--- config.mk ---
export PLATFORM = sky130hd
export DESIGN_NAME = usart_sticky_irq
export DESIGN_NICKNAME = d
export VERILOG_FILES = /design/src/rtl/usart_sticky_irq.sv
export SDC_FILE = /design/constraint.sdc
export NUM_CORES = 1
export LEC_CHECK = 0
export ABC_AREA = 1
export BUFFER_PORTS_ARGS = -buffer_cell sky130_fd_sc_hd__buf_2
export CAP_MARGIN = 20
export CORE_AREA = 5 5 42 44
export CTS_CLUSTER_SIZE = 14
export DETAILED_ROUTE_END_ITERATION = 8
export DIE_AREA = 0 0 47 49
export PLACE_DENSITY = 0.59
export SETUP_SLACK_MARGIN = 0.05
export SKIP_LAST_GASP = 1
export SYNTH_ARGS = -nofsm -noshare
export SYNTH_HDL_FRONTEND = slang
export SYNTH_SLANG_ARGS = --single-unit
--- constraint.sdc ---
create_clock -name clk -period 2.2 [get_ports clk]
set_input_delay 0.44 -clock clk [delete_from_list [all_inputs] [get_ports clk]]
set_output_delay 0.44 -clock clk [all_outputs]
set_load 0.05 [all_outputs]
--- src/rtl/usart_sticky_irq.sv ---
module usart_sticky_irq (
  input  logic       clk,
  input  logic       rst_n,
  input  logic       tx_load,
  input  logic       rx_load,
  input  logic       bus_idle,
  input  logic       live_tx_empty,
  input  logic       live_rx_full,
  input  logic       tx_ie,
  input  logic       rx_ie,
  input  logic       idle_ie,
  input  logic       wr_en,
  input  logic [3:0] wr_data,
  output logic [3:0] rd_data,
  output logic       tx_irq,
  output logic       rx_irq,
  output logic       idle_irq
);

  logic hold_tx, hold_rx, hold_idle, use_sticky;
  logic clr_tx, clr_rx, clr_idle;

  assign clr_tx   = wr_en & ~wr_data[3];
  assign clr_rx   = wr_en & ~wr_data[2];
  assign clr_idle = wr_en & ~wr_data[1];

  // set events dominate a same-cycle software clear
  always_ff @(posedge clk or negedge rst_n) begin
    if (!rst_n) begin
      hold_tx    <= 1'b1;
      hold_rx    <= 1'b0;
      hold_idle  <= 1'b0;
      use_sticky <= 1'b0;
    end else begin
      hold_tx   <= tx_load  | (hold_tx   & ~clr_tx);
      hold_rx   <= rx_load  | (hold_rx   & ~clr_rx);
      hold_idle <= bus_idle | (hold_idle & ~clr_idle);
      if (wr_en) use_sticky <= wr_data[0];
    end
  end

  always_ff @(posedge clk or negedge rst_n) begin
    if (!rst_n) begin
      tx_irq   <= 1'b0;
      rx_irq   <= 1'b0;
      idle_irq <= 1'b0;
    end else begin
      tx_irq   <= tx_ie   & (use_sticky ? hold_tx   : live_tx_empty);
      rx_irq   <= rx_ie   & (use_sticky ? hold_rx   : live_rx_full);
      idle_irq <= idle_ie & (use_sticky ? hold_idle : bus_idle);
    end
  end

  assign rd_data = {hold_tx, hold_rx, hold_idle, use_sticky};

endmodule

# ---- Yosys cells after proc, flatten, opt, wreduce, memory -nomap -nowiden
# Cells that the tools add are included.
dict set report op_classes {
  muxes 3
  bitwise 18
}
# op count
set ops {}
lappend ops {{$and A1 B1 Y1} 9}
lappend ops {{$not A1 Y1} 6}
lappend ops {{$mux W1} 3}
lappend ops {{$or A1 B1 Y1} 3}
dict set report word_totals {
  regBits 7
  elab_cells 28
}

# ---- Logic depth before layout (Yosys ltp)
dict set report depth {
  depth_word 5
  ltp_mapped 4
}

# ---- Worst setup path before layout
# Ideal clock, no wire load.
dict set report synth_path {
  kind {register to output}
  start {reg hold_tx}
  end {out rd_data[3]}
  path_buffers 1
  stages_incl_launch_ff 2
  t_arrival_ps 699
  path_slack_ps 1061
  path_cell_list {dfstp_2 > buf_4}
}
# item line
set synth_lines {}
lappend synth_lines {{from (decl)} 20} ;# logic hold_tx, hold_rx, hold_idle, use_sticky;
lappend synth_lines {{from (signal assigned)} 35} ;# hold_tx <= tx_load | (hold_tx & ~clr_tx);
lappend synth_lines {{to (decl)} 14} ;# output logic [3:0] rd_data,
# No word-level cell between the ends.

# ---- Final worst setup path
dict set report layout_path {
  start {reg hold_tx}
  end {out rd_data[3]}
}
# No word-level cell between the ends.

==> results.yml <==
timing:
  slew_hr: 0.833
  max_clock_freq_ghz: 0.679
  fin_setup_tns_ns: 0
  rsz0062_at_grt: "no"
  final.setup_skew_ns: 0.000271
  slew_violations: 0
  finalHoldViolCount: 0
  worst_pin_slew_ns: 0.253
  min_period_over_period: 0.670
  min_period_ns: 1.47
  setup_viol: 0
place:
  place_inst: 77
  place.detailed.hpwl_um: 556
  port_buffers: 21
  gp_congestion: 0.734
yosys:
  postSynth.asyncResetShare: 1.00
  synth_most_common_cell: "sky130_fd_sc_hd__nand2_1"
  cells_taking_the_most_area_after_synthesis: "sky130_fd_sc_hd__dfrtp_1 45%, sky130_fd_sc_hd__nand2_1 18%, sky130_fd_sc_hd__inv_1 11%, sky130_fd_sc_hd__buf_4 9.0%, sky130_fd_sc_hd__dfstp_2 7.8%"
  post_synth_edffs: 0
  post_synth_inst_count: 44
  synth_seq_area_share: 0.526
  post_synth_instance_area_um2: 335
  synth_commonest_cells: "16 x sky130_fd_sc_hd__nand2_1, 10 x sky130_fd_sc_hd__inv_1, 6 x sky130_fd_sc_hd__dfrtp_1, 6 x sky130_fd_sc_hd__nor2_1, 4 x sky130_fd_sc_hd__buf_4"
  yosys.cell_types.count: 7
  synth.avg_cell_area_um2: 7.62
  syn_nets: 59
  yosys.area.top_type_share: 0.448
  ys.warnings.count: 0
  synthesized_flop_and_latch_total: 7
  dominant_register_cell_in_the_synthesized_netlist: "sky130_fd_sc_hd__dfrtp_1"
  synth.largest_area_cell: "sky130_fd_sc_hd__dfrtp_1"
clocking:
  cts_htree_levels: 1
  cts-root-buf: "sky130_fd_sc_hd__clkbuf_4"
  clock_pin_slew_of_the_registers_on_the_worst_case_setup_and_hold_paths_ns: 0.05
  clk_latency_ns: 0.24
  tritoncts.num_buffers: 3
  post_cts_resize_count: 0
  cts_tree: "built"
  ctsLongestPathBuffers: 2
  cts-hold-fix-buffers: 0
  buffers_inserted_during_post_cts_setup_optimization: 0
  cts.sink_count: 7
floorplanning:
  row_count: 14
  floorplan.die_area_um2: 2300
  chipWidth_um: 47
  coreArea_um2: 1400
  initial_core_util: 0.239
  design.portCount: 22
  chipHeight_um: 49
routing:
  total_wire_length_after_detailed_routing_um: 655
  route.detailed.vias_per_inst: 3.52
  drt-wirelength-per-cell_um: 8.09
  remaining_drc_errors: 0
  postRouteAntennaNets: 0
  route.vias.total: 285
  drt_pre_antenna_iters: 2
  drt-initial-drc-count: 3
setup_path:
  critPathCaptureType: "primary output"
  worstPathRequired_ns: 1.76
  crit_chain: "buf_2"
  r2r_setup_slack_ns: 1.40
  crit_type: "reg2out"
  critPathSlowestCell: "sky130_fd_sc_hd__dfstp_2"
  crit_cells: 1
  capture_point_of_the_worst_reg_to_reg_path: "tx_irq$_DFF_PN0_"
  largest_fanout_on_the_critical_path: 3
  timing.critical_path.from_type: "flop"
  cp_top_family: "flip-flops"
  cp.buffers_inverters: 1
  worstPathArrival_ns: 1.03
  cp_slowest_stage_delay_ns: 0.53
  worstRegToRegCells: 4
  rr_startpoint: "hold_tx$_DFF_PN1_"
global_route:
  grt_antenna_before_repair: 0
  grt-ovfl-total: 0
  grt_pass1_vias: 284
  grt_max_degree: 9
  global_route.usage.total: 0.0702
  grt_first_pass_wirelength_mm: 1.11
power_and_ir_drop:
  worst_ir_drop_vdd_mv: 0.250
  p_leak_nw: 0.296
  fin_total_pwr_uw: 339
  p_per_area_nw_per_um2: 743
run_status:
  status: "completed"
cells_and_area:
  layout-drive-gt1-share: 0.400
  area_overhead_of_the_layout_relative_to_synthesis_pct: 36.2
  stdcell_count: 81
  num-fill-cells: 160
  utilization_of_the_core_after_routing: 0.326
  finish.net_count: 81
  insertedDiodeCount: 0
worst_hold_path:
  min_path_type: "in2async"
job:
  max_cap_viol_count: 0
-- flip-flops by register name (all words and copies together), names as in the netlist --
register    flops
hold_idle       1
tx_irq          1
idle_irq        1
rx_irq          1
hold_tx         1
hold_rx         1
use_sticky      1
-- cells by family after synthesis --
kind of cell           synth area share
AOI/OAI and AO/OA                0.0261
DFF                               0.526
buffers and inverters             0.202
and+or+nand+nor                   0.246
-- layer usage --
layer  GRT usage  wire length (µm)
met5           0                 0
met4      0.0553                 0
met3      0.0332                93
met2      0.0882               284
met1      0.0874               277
-- cell usage in the layout (no fill, tap or decap) --
master | netlist | layout
sky130_fd_sc_hd__clkbuf_4 | 0 | 3
sky130_fd_sc_hd__clkbuf_1 | 0 | 1
sky130_fd_sc_hd__dfstp_2 | 1 | 1
sky130_fd_sc_hd__inv_1 | 10 | 10
sky130_fd_sc_hd__o21ai_2 | 1 | 1
sky130_fd_sc_hd__buf_2 | 0 | 21
sky130_fd_sc_hd__dfrtp_1 | 6 | 6
sky130_fd_sc_hd__nand2_1 | 16 | 16
sky130_fd_sc_hd__nor2_1 | 6 | 6
-- per-stage QoR --
step | worst slack [ns] | hold slack (ns) | cell area, µm²
after global routing | 0.677 | 0.00647 | 457
final | 0.726 | 0.0165 | 457
after CTS | 0.707 | 0.0104 | 457
after global placement | 0.991 | 0.284 | 430
after detailed placement | 0.984 | 0.281 | 430
after floorplan | 1.06 | 0.144 | 335
-- report_power, final --
group	total, mW	internal (mW)	switching, mW
clock	0.114	0.0691	0.0453
sequential	0.146	0.140	0.00666
combinational	0.0784	0.0232	0.0552
-- area by class of cell --
type,count,area [µm²],share of cell area
clock buffers,4,26.3,0.0575
inverters,10,37.5,0.0822
multi-input cells,23,91.3,0.200
flip-flops and latches,7,176,0.386
well taps,16,20.0,0.0438
repair buffers,21,105,0.230
-- worst max-delay path by stage --
stage | to | startpoint | slack (ns)
floorplan | rd_data[3] | hold_tx$_DFF_PN1_ | 1.06
global placement | rd_data[3] | hold_tx$_DFF_PN1_ | 0.99
detailed placement | rd_data[3] | hold_tx$_DFF_PN1_ | 0.98
CTS | rd_data[3] | hold_tx$_DFF_PN1_ | 0.71
global route | rd_data[0] | use_sticky$_DFFE_PN0P_ | 0.68
finish | rd_data[3] | hold_tx$_DFF_PN1_ | 0.73
No activity file was read; power rests on OpenSTA's default activity.
